$ cat config.mk
export PLATFORM = sky130hd
export DESIGN_NAME = axil_apb_bridge
export DESIGN_NICKNAME = d
export VERILOG_FILES = /design/src/rtl/axil_apb_pkg.sv /design/src/rtl/axil_apb_decode.sv /design/src/rtl/axil_apb_arb.sv /design/src/rtl/axil_apb_seq.sv /design/src/rtl/axil_apb_bridge.sv
export SDC_FILE = /design/constraint.sdc
export NUM_CORES = 1
export LEC_CHECK = 0
export BUFFER_PORTS_ARGS = -buffer_cell sky130_fd_sc_hd__buf_2
export CELL_PAD_IN_SITES_DETAIL_PLACEMENT = 1
export CELL_PAD_IN_SITES_GLOBAL_PLACEMENT = 1
export CORE_MARGIN = 3
export CORE_UTILIZATION = 31
export CTS_CLUSTER_DIAMETER = 30
export DETAILED_ROUTE_END_ITERATION = 16
export PLACE_DENSITY = 0.9
export SETUP_SLACK_MARGIN = 0.3
export SLEW_MARGIN = 20
export SYNTH_ARGS = -nofsm -noshare
export SYNTH_HDL_FRONTEND = slang
export SYNTH_SLANG_ARGS = --single-unit
$ cat constraint.sdc
create_clock -name clk -period 3 [get_ports clk]
set_clock_uncertainty 0.1 [all_clocks]
set_input_delay 0 -clock clk [delete_from_list [all_inputs] [get_ports clk]]
set_output_delay 0 -clock clk [all_outputs]
set_load 0.005 [all_outputs]
$ cat src/rtl/axil_apb_pkg.sv
package axil_apb_pkg;

    localparam logic [1:0] RSP_OKAY   = 2'b00;
    localparam logic [1:0] RSP_SLVERR = 2'b10;
    localparam logic [1:0] RSP_DECERR = 2'b11;

    typedef enum logic [1:0] {
        ST_IDLE,
        ST_SETUP,
        ST_ACCESS,
        ST_RESP
    } seq_state_e;

    typedef struct packed {
        logic       wr;
        logic [1:0] code;
    } txn_tag_t;

    function automatic logic [1:0] pick_resp(input logic miss, input logic slv_err);
        if (miss)
            return RSP_DECERR;
        else if (slv_err)
            return RSP_SLVERR;
        else
            return RSP_OKAY;
    endfunction

endpackage

$ cat src/rtl/axil_apb_decode.sv
module axil_apb_decode #(
    parameter int ADDR_W  = 32,
    parameter int N_SLOTS = 4,
    parameter logic [N_SLOTS*ADDR_W-1:0] SLOT_BASE = '0,
    parameter logic [N_SLOTS*ADDR_W-1:0] SLOT_SIZE = '0
) (
    input  logic [ADDR_W-1:0]  addr,
    output logic [N_SLOTS-1:0] hit,
    output logic               miss
);
    localparam int CW = ADDR_W + 1;

    logic [N_SLOTS-1:0] raw;

    for (genvar g = 0; g < N_SLOTS; g++) begin : g_win
        logic [CW-1:0] lo, hi, a;
        assign lo = {1'b0, SLOT_BASE[g*ADDR_W +: ADDR_W]};
        assign hi = lo + {1'b0, SLOT_SIZE[g*ADDR_W +: ADDR_W]};
        assign a  = {1'b0, addr};
        assign raw[g] = (a >= lo) && (a < hi);
    end

    // lowest window wins if two overlap, keeping the select one-hot
    always_comb begin
        logic found;
        found = 1'b0;
        hit   = '0;
        for (int i = 0; i < N_SLOTS; i++) begin
            if (raw[i] && !found) begin
                hit[i] = 1'b1;
                found  = 1'b1;
            end
        end
    end

    assign miss = ~|raw;
endmodule

$ cat src/rtl/axil_apb_arb.sv
module axil_apb_arb (
    input  logic idle,
    input  logic awvalid,
    input  logic wvalid,
    input  logic arvalid,
    output logic take_wr,
    output logic take_rd
);
    logic wr_pending;

    assign wr_pending = awvalid && wvalid;
    assign take_wr    = idle && wr_pending;
    assign take_rd    = idle && arvalid && !wr_pending;
endmodule

$ cat src/rtl/axil_apb_seq.sv
module axil_apb_seq
    import axil_apb_pkg::*;
#(
    parameter int          ADDR_W     = 32,
    parameter int          DATA_W     = 32,
    parameter int          N_SLOTS    = 4,
    parameter bit          POISON_EN  = 1'b1,
    parameter logic [DATA_W-1:0] POISON_VAL = '0
) (
    input  logic               clk,
    input  logic               rst,
    input  logic               take_wr,
    input  logic               take_rd,
    input  logic [ADDR_W-1:0]  req_addr,
    input  logic [DATA_W-1:0]  req_wdata,
    input  logic [N_SLOTS-1:0] req_hit,
    input  logic               req_miss,
    input  logic               pready,
    input  logic               pslverr,
    input  logic [DATA_W-1:0]  prdata,
    input  logic               bready,
    input  logic               rready,
    output logic               idle,
    output logic [N_SLOTS-1:0] psel,
    output logic               penable,
    output logic [ADDR_W-1:0]  paddr,
    output logic               pwrite,
    output logic [DATA_W-1:0]  pwdata,
    output logic               bvalid,
    output logic [1:0]         bresp,
    output logic               rvalid,
    output logic [1:0]         rresp,
    output logic [DATA_W-1:0]  rdata
);
    seq_state_e          state_q;
    txn_tag_t            tag_q;
    logic [ADDR_W-1:0]   addr_q;
    logic [DATA_W-1:0]   wdata_q;
    logic [N_SLOTS-1:0]  sel_q;
    logic [DATA_W-1:0]   rdata_q;
    logic [DATA_W-1:0]   err_data;
    logic [DATA_W-1:0]   miss_data;
    logic                taken;
    logic                resp_done;

    if (POISON_EN) begin : g_poison
        assign err_data  = POISON_VAL;
        assign miss_data = POISON_VAL;
    end else begin : g_pass
        assign err_data  = prdata;
        assign miss_data = '0;
    end

    assign taken     = take_wr || take_rd;
    assign resp_done = tag_q.wr ? bready : rready;

    always_ff @(posedge clk) begin
        if (rst) begin
            state_q <= ST_IDLE;
            tag_q   <= '0;
            addr_q  <= '0;
            wdata_q <= '0;
            sel_q   <= '0;
            rdata_q <= '0;
        end else begin
            unique case (state_q)
                ST_IDLE: if (taken) begin
                    addr_q   <= req_addr;
                    wdata_q  <= req_wdata;
                    sel_q    <= req_hit;
                    tag_q.wr <= take_wr;
                    if (req_miss) begin
                        tag_q.code <= pick_resp(1'b1, 1'b0);
                        rdata_q    <= miss_data;
                        state_q    <= ST_RESP;
                    end else begin
                        state_q    <= ST_SETUP;
                    end
                end
                ST_SETUP:  state_q <= ST_ACCESS;
                ST_ACCESS: if (pready) begin
                    tag_q.code <= pick_resp(1'b0, pslverr);
                    rdata_q    <= pslverr ? err_data : prdata;
                    state_q    <= ST_RESP;
                end
                ST_RESP:   if (resp_done) state_q <= ST_IDLE;
                default:   state_q <= ST_IDLE;
            endcase
        end
    end

    assign idle    = (state_q == ST_IDLE);
    assign psel    = (state_q == ST_SETUP || state_q == ST_ACCESS) ? sel_q : '0;
    assign penable = (state_q == ST_ACCESS);
    assign paddr   = addr_q;
    assign pwrite  = tag_q.wr;
    assign pwdata  = wdata_q;
    assign bvalid  = (state_q == ST_RESP) &&  tag_q.wr;
    assign rvalid  = (state_q == ST_RESP) && !tag_q.wr;
    assign bresp   = tag_q.code;
    assign rresp   = tag_q.code;
    assign rdata   = rdata_q;
endmodule

$ cat src/rtl/axil_apb_bridge.sv
module axil_apb_bridge
    import axil_apb_pkg::*;
#(
    parameter int ADDR_W  = 32,
    parameter int DATA_W  = 32,
    parameter int N_SLOTS = 4,
    parameter logic [N_SLOTS*ADDR_W-1:0] SLOT_BASE =
        {32'h0000_4000, 32'h0000_2000, 32'h0000_1000, 32'h0000_0000},
    parameter logic [N_SLOTS*ADDR_W-1:0] SLOT_SIZE =
        {32'h0000_2000, 32'h0000_0800, 32'h0000_1000, 32'h0000_1000},
    parameter bit POISON_EN = 1'b1,
    parameter logic [DATA_W-1:0] POISON_VAL = 32'hDEAD_BEEF
) (
    input  logic               clk,
    input  logic               rst,
    input  logic [ADDR_W-1:0]  s_awaddr,
    input  logic               s_awvalid,
    output logic               s_awready,
    input  logic [DATA_W-1:0]  s_wdata,
    input  logic               s_wvalid,
    output logic               s_wready,
    output logic [1:0]         s_bresp,
    output logic               s_bvalid,
    input  logic               s_bready,
    input  logic [ADDR_W-1:0]  s_araddr,
    input  logic               s_arvalid,
    output logic               s_arready,
    output logic [DATA_W-1:0]  s_rdata,
    output logic [1:0]         s_rresp,
    output logic               s_rvalid,
    input  logic               s_rready,
    output logic [N_SLOTS-1:0] m_psel,
    output logic               m_penable,
    output logic [ADDR_W-1:0]  m_paddr,
    output logic               m_pwrite,
    output logic [DATA_W-1:0]  m_pwdata,
    input  logic [DATA_W-1:0]  m_prdata,
    input  logic               m_pready,
    input  logic               m_pslverr
);
    logic               idle;
    logic               take_wr;
    logic               take_rd;
    logic [ADDR_W-1:0]  req_addr;
    logic [N_SLOTS-1:0] req_hit;
    logic               req_miss;

    axil_apb_arb u_arb (
        .idle    (idle),
        .awvalid (s_awvalid),
        .wvalid  (s_wvalid),
        .arvalid (s_arvalid),
        .take_wr (take_wr),
        .take_rd (take_rd)
    );

    assign req_addr  = take_wr ? s_awaddr : s_araddr;
    assign s_awready = take_wr;
    assign s_wready  = take_wr;
    assign s_arready = take_rd;

    axil_apb_decode #(
        .ADDR_W    (ADDR_W),
        .N_SLOTS   (N_SLOTS),
        .SLOT_BASE (SLOT_BASE),
        .SLOT_SIZE (SLOT_SIZE)
    ) u_dec (
        .addr (req_addr),
        .hit  (req_hit),
        .miss (req_miss)
    );

    axil_apb_seq #(
        .ADDR_W     (ADDR_W),
        .DATA_W     (DATA_W),
        .N_SLOTS    (N_SLOTS),
        .POISON_EN  (POISON_EN),
        .POISON_VAL (POISON_VAL)
    ) u_seq (
        .clk       (clk),
        .rst       (rst),
        .take_wr   (take_wr),
        .take_rd   (take_rd),
        .req_addr  (req_addr),
        .req_wdata (s_wdata),
        .req_hit   (req_hit),
        .req_miss  (req_miss),
        .pready    (m_pready),
        .pslverr   (m_pslverr),
        .prdata    (m_prdata),
        .bready    (s_bready),
        .rready    (s_rready),
        .idle      (idle),
        .psel      (m_psel),
        .penable   (m_penable),
        .paddr     (m_paddr),
        .pwrite    (m_pwrite),
        .pwdata    (m_pwdata),
        .bvalid    (s_bvalid),
        .bresp     (s_bresp),
        .rvalid    (s_rvalid),
        .rresp     (s_rresp),
        .rdata     (s_rdata)
    );
endmodule

== Word-level counts from Yosys, hierarchy flattened ==
Index checks and enable logic that the tools add are counted.

* Register bits: 105
* Output and inout bits: 111
* Logic and storage cells: 72

* $lt $le $gt $ge: 8
* Eq/ne operators: 7
* Muxes and demuxes: 24
* Reductions and logical operators: 26

{| class="wikitable"
|+ Operator list
! operator !! number
|-
| 32-bit two-way mux || 5
|-
| 32-bit by 14-bit less-than comparator with 1-bit output, second input constant || 2
|-
| 32-bit case mux with 2 select lines || 1
|-
| 32-bit by 1-bit >= comparator with 1-bit output, second input constant || 1
|-
| 32-bit by 13-bit >= comparator with 1-bit output, second input constant || 1
|-
| 32-bit by 14-bit >= comparator with 1-bit output, second input constant || 1
|-
| 32-bit by 15-bit >= comparator with 1-bit output, second input constant || 1
|-
| 32-bit by 13-bit less-than comparator with 1-bit output, second input constant || 1
|-
| 32-bit by 15-bit less-than comparator with 1-bit output, second input constant || 1
|-
| 2-bit two-way mux || 8
|-
| 1-bit logical AND || 13
|-
| 2-bit case mux with 4 select lines || 1
|-
| 1-bit two-way mux || 7
|-
| 2-bit by 1-bit inequality test with 1-bit output, second input constant || 3
|-
| 1-bit logical NOT || 5
|-
| 2-bit equality test, second input constant || 2
|-
| 4-bit two-way mux || 1
|-
| 2-bit case mux with 2 select lines || 1
|-
| 4-bit AND reduction || 1
|-
| 4-bit OR reduction || 1
|-
| 3-bit AND reduction || 1
|-
| 2-bit by 1-bit equality test with 1-bit output, second input constant || 1
|-
| 2-bit logical NOT || 1
|-
| 1-bit logical OR || 2
|-
| 3 further kinds || 3
|}

== Depth between registers and ports, before layout ==
* Word-level depth: 15
* Depth in mapped cells: 11
* Mapped depth without buffers: 9

== Modules after synthesis ==
Synthesis repeated with hierarchy kept, for this count alone.

* Cell total of the unflattened synthesis: 519
* Area, all modules: 4758.3 sq um

{| class="wikitable"
|+ By module, submodules not included
! module !! instances !! cells each !! area an instance (sq um) !! seq. area each (sq um)
|-
| axil_apb_seq || 1 || 462 || 4085.2 || 2102.0
|-
| axil_apb_bridge || 1 || 37 || 551.8 || 0.0
|-
| axil_apb_decode || 1 || 17 || 106.4 || 0.0
|-
| axil_apb_arb || 1 || 3 || 15.0 || 0.0
|}

== Worst setup path after synthesis ==
No wires, ideal clock.

* Path type: register -> register
* From: register u_seq.state_q[0]
* To: register u_seq.rdata_q[10] (netlist: u_seq.rdata[10])
* Library setup time: 0.119 ns
* Arrival: 2.026 ns
* Slack: 0.755 ns
* Cell stages (with the launch flop): 11
* Buffers on the path: 2
* Period minus slack after synthesis: 2.245 ns
* Path through: dfxtp_1 inv_1 ha_1 nand3_2 or4_1 nor2_2 o21a_2 buf_6 a21oi_4 buf_6 o221a_1

* Word-level cells in the longest chain between the ends: 8

{| class="wikitable"
|+ Ends and longest elaborated chain
! element !! RTL line !! text
|-
| start: declaration || axil_apb_seq.sv:35 || <nowiki>seq_state_e state_q;</nowiki>
|-
| start signal: assignment || axil_apb_seq.sv:59 || <nowiki>state_q <= ST_IDLE;</nowiki>
|-
| start signal: assignment || axil_apb_seq.sv:75 || <nowiki>state_q <= ST_RESP;</nowiki>
|-
| start signal: assignment || axil_apb_seq.sv:77 || <nowiki>state_q <= ST_SETUP;</nowiki>
|-
| 2-bit logical NOT || axil_apb_seq.sv:66, axil_apb_seq.sv:92 ||
|-
| 1-bit logical AND || axil_apb_arb.sv:12 || <nowiki>assign take_wr = idle && wr_pending;</nowiki>
|-
| 32-bit two-way mux || axil_apb_bridge.sv:57 || <nowiki>assign req_addr = take_wr ? s_awaddr : s_araddr;</nowiki>
|-
| 32-bit by 1-bit >= comparator with 1-bit output (tied with other cells) || axil_apb_decode.sv:20 || <nowiki>assign raw[g] = (a >= lo) && (a < hi);</nowiki>
|-
| 1-bit logical AND || axil_apb_decode.sv:20 ||
|-
| 4-bit OR reduction || axil_apb_decode.sv:36 || <nowiki>assign miss = ~|raw;</nowiki>
|-
| 2-bit inequality test (no line) || n/a ||
|-
| 4-bit AND reduction (no line) || n/a ||
|-
| end signal: assignment || axil_apb_seq.sv:74 || <nowiki>rdata_q <= miss_data;</nowiki>
|-
| end signal: assignment || axil_apb_seq.sv:83 || <nowiki>rdata_q <= pslverr ? err_data : prdata;</nowiki>
|-
| end: declaration || axil_apb_seq.sv:40 || <nowiki>logic [DATA_W-1:0] rdata_q;</nowiki>
|}

Several ways; a longest one is shown, not always the timed one.
A chain may end at the register's enable or synchronous reset.

== Worst setup path in the final report ==
* From: register u_seq.state_q[0]
* To: register u_seq.addr_q[18] (netlist: u_seq.paddr[18])

* Word-level cells in the longest chain between the ends: 5

{| class="wikitable"
|+ Ends and longest elaborated chain
! element !! RTL line !! text
|-
| 2-bit logical NOT (*) || axil_apb_seq.sv:66, axil_apb_seq.sv:92 ||
|-
| 1-bit logical AND (2 in a row) || axil_apb_arb.sv:13 || <nowiki>assign take_rd = idle && arvalid && !wr_pending;</nowiki>
|-
| 1-bit logical OR || axil_apb_seq.sv:54 || <nowiki>assign taken = take_wr || take_rd;</nowiki>
|-
| 2-bit AND reduction (no line) || n/a ||
|-
| end signal: assignment || axil_apb_seq.sv:68 || <nowiki>addr_q <= req_addr;</nowiki>
|-
| end: declaration || axil_apb_seq.sv:37 || <nowiki>logic [ADDR_W-1:0] addr_q;</nowiki>
|}

Every way passes the cells marked *; elsewhere a longest branch is shown, timed or not.

==> results.sh <==
export IMPL_io_buffers=247
export IMPL_swShare_pct=36.9
export IMPL_final_setup_viol_count=0
export IMPL_path_clk_slew_ns=0.07
export IMPL_fin_util_pct=53.2
export IMPL_antenna_found_initial=1
export IMPL_reg2reg_depth=10
export IMPL_leakage_nw=3.44
export IMPL_numCtsBuffers=9
export IMPL_max_freq_mhz=393
export IMPL_avgViaCountPerCell=5.17
export IMPL_gp_congestion=0.803
export IMPL_synth_cell_types=47
export IMPL_start_kind="flip-flop"
export IMPL_die_w_um=126
export IMPL_h_tree_depth=3
export IMPL_first_global_vias=5924
export IMPL_internal_power_mw=3.37
export IMPL_drive_above_1_share_pct=35.0
export IMPL_crit_required_ns=3.14
export IMPL_ios=248
export IMPL_dieArea_um2=15900
export IMPL_fin_tns_setup_ns=0
export IMPL_path_max_fanout=15
export IMPL_synth_fp_nets=633
export IMPL_pwr_share_seq_pct=37.7
export IMPL_insertion_delay_ns=0.34
export IMPL_hold_slack_ns=-0.00296
export IMPL_drcViolationCount=0
export IMPL_core_area_um2=14000
export IMPL_dr_pass1_iters=5
export IMPL_powerDensity_nw_per_um2=718
export IMPL_worstMarginPinSlew_ns=0.917
export IMPL_dp_hpwl_mm=11.5
export IMPL_antenna_left=0
export IMPL_period_minus_slack_ns=2.55
export IMPL_ys_ff_latch=105
export IMPL_violations="hold timing"
export IMPL_nets=995
export IMPL_cts_tree="done"
export IMPL_area_growth_synth_to_final_pct=66.5
export IMPL_irDropWorstVdd_uv=350
export IMPL_synth_avg_cell_area_um2=9.09
export IMPL_cts_root_buf="clkbuf_16"
export IMPL_instances_no_fill=1040
export IMPL_holdPathStages=4
export IMPL_combPwrFrac_pct=41.4
export IMPL_hold_viol=1
export IMPL_wire_per_inst_um=20.1
export IMPL_track_usage_pct=25.3
export IMPL_grt_first_pass_wirelength_mm=32.0
export IMPL_die_h_um=126
export IMPL_overflow=0
export IMPL_p_switching_mw=1.97
export IMPL_slew_headroom_pct=38.9
export IMPL_yosys_warnings=0
export IMPL_postSynthCellCount=492
export IMPL_cp_end_kind="flip-flop"
export IMPL_vias=5378
export IMPL_ys_seq_area_share_pct=47.0
export IMPL_pwr_share_clk_pct=20.9
export IMPL_outcome="finished, violations left"
export IMPL_wl_mm=20.9
export IMPL_rows=43
export IMPL_max_cap_violations=0
export IMPL_nFillCells=1646
export IMPL_drv_slew=0
export IMPL_arrival_ns=2.68
export IMPL_rsz0062_at_grt="no"
export IMPL_finalCritPeriodShare_pct=84.9
export IMPL_first_iter_violations=192
export IMPL_min_path_type="in -> reg"
export IMPL_synth_area_um2=4470
export IMPL_clk_path_buf_depth=2
export IMPL_dp_cells=890
export IMPL_grt_start_max_net_pins=81
export IMPL_cts_sinks=105
export IMPL_worst_setup_path_type="reg -> reg"
export IMPL_initial_core_util_pct=32.0
-- state kept, by name (all words and copies together), names as in the netlist --
name / flops
u_seq.rdata: 32
u_seq.paddr: 32
u_seq.pwrite: 1
u_seq.state_q: 2
u_seq.bresp: 2
u_seq.pwdata: 32
u_seq.sel_q: 4
-- Yosys cell counts (all sizes together) --
master,count,share of area [%]
nand3b,1,0.17
a21oi,48,5.6
buf,18,2.9
nor4,6,1.2
o22a,1,0.20
or2,1,0.14
a32oi,1,0.20
a31oi,9,1.3
clkbuf,21,1.8
clkinv,1,0.084
ha,4,1.1
inv,8,0.67
nor2b,3,0.42
mux2i,30,6.7
nor3,4,0.45
o21a,1,0.20
o211ai,1,0.17
o21ai,5,0.90
o221a,24,6.0
o211a,1,0.22
o21ba,2,0.45
mux2,1,0.25
nand4,4,0.56
o22ai,1,0.14
dfxtp,105,47
a211oi,32,5.4
nand3,19,2.2
nor2,46,4.3
nand2b,3,0.42
or4,2,0.42
nand2,72,6.0
a22o,1,0.20
and2,7,0.98
and3,8,1.1
or3,1,0.14
-- layout make-up --
class	instances	area, um2	share of cell area [%]
Timing Repair Buffer	389	2640	35.4
Antenna cell	1	2.50	0.0336
Clock inverter	5	31.3	0.420
Sequential cell	105	2100	28.2
Clock buffer	11	243	3.26
Inverter	9	33.8	0.454
Multi-Input combinational cell	340	2170	29.1
Tap cell	180	225	3.03
-- per-stage QoR --
stage | hold slack (ns) | power [mW] | worst slack (ns) | area (um2)
after CTS | 0.00516 | 5.18 | 0.324 | 7350
after detailed placement | 0.149 | 3.89 | 0.343 | 5810
after global routing | 0.0124 | 5.66 | 0.289 | 7440
final | -0.00296 | 5.34 | 0.453 | 7440
after global placement | 0.141 | 3.81 | 0.428 | 5810
after floorplan | 0.0360 | 3.14 | 0.755 | 4470
-- critical path, stage by stage, from the launching register on --
cell           delay [ns]
dfxtp_1              0.33
inv_1                0.10
ha_1                 0.19
buf_4                0.22
nand2_1              0.13
a21oi_4              0.14
buf_4                0.17
buf_4                0.12
mux2i_1              0.23
a211oi_1             0.09
dlygate4sd3_1        0.61
-- final timing paths --
check / startpoint / endpoint / slack (ns)
setup / recovery: u_seq.state_q[0] / u_seq.paddr[18] / 0.45
hold / removal: s_awaddr[14] / u_seq.sel_q[0] / -0.003
setup reg to reg: u_seq.state_q[0] / u_seq.paddr[18] / 0.45
hold reg to reg: u_seq.sel_q[3] / u_seq.sel_q[3] / 0.35
-- cells by family after synthesis --
family / count (synthesis) / synth area share (%)
compound gates: 127 / 21.0
simple gates: 177 / 18.6
flops: 105 / 47.0
buf+inv: 48 / 5.40
fa+ha+maj: 4 / 1.12
mux: 31 / 6.97
-- power groups by stage --
stage / registers, mW / logic (mW) / clock network [mW]
after detailed placement: 2.01 / 1.88 / 0
after global placement: 2.00 / 1.81 / 0
after global routing: 2.05 / 2.41 / 1.20
after CTS: 1.98 / 2.05 / 1.14
after floorplan: 2.02 / 1.12 / 0
final: 2.01 / 2.21 / 1.11
-- cell usage in the layout, fill, tap and decap left out, types with 2 or more instances in the layout --
master,n
mux2i_1,30
buf_4,13
nand4_1,4
o221a_2,5
o21ai_0,3
o221a_1,19
nor3_1,4
nor2_1,43
nand2b_1,3
nor2_2,2
ha_1,4
o21ba_2,2
nor4_1,5
and3_1,8
inv_1,8
a21oi_1,46
nand3_1,18
nor2b_1,3
a31oi_1,9
buf_2,247
nand2_1,72
a211oi_1,32
a21oi_4,2
dlygate4sd3_1,126
and2_1,7
clkinv_2,3
buf_6,2
clkbuf_16,9
dfxtp_1,105
o21ai_4,2
-- routing by layer --
| layer | vias up | track usage, % | wire (um) |
|---|---|---|---|
| met1 | 2590 | 26.2 | 7660 |
| li1 | 2485 | - | - |
| met5 | - | 0 | 0 |
| met2 | 249 | 48.4 | 11200 |
| met3 | 54 | 7.38 | 1400 |
| met4 | 0 | 8.58 | 724 |
-- what timing repair did --
action	in CTS	in global routing
endpoints found under the setup margin	0	32
setup buffers	0	6
hold endpoints to repair	96	0
gates resized for setup	0	5
hold buffers	126	0
Note: power is estimated with default switching activity, not from simulation.
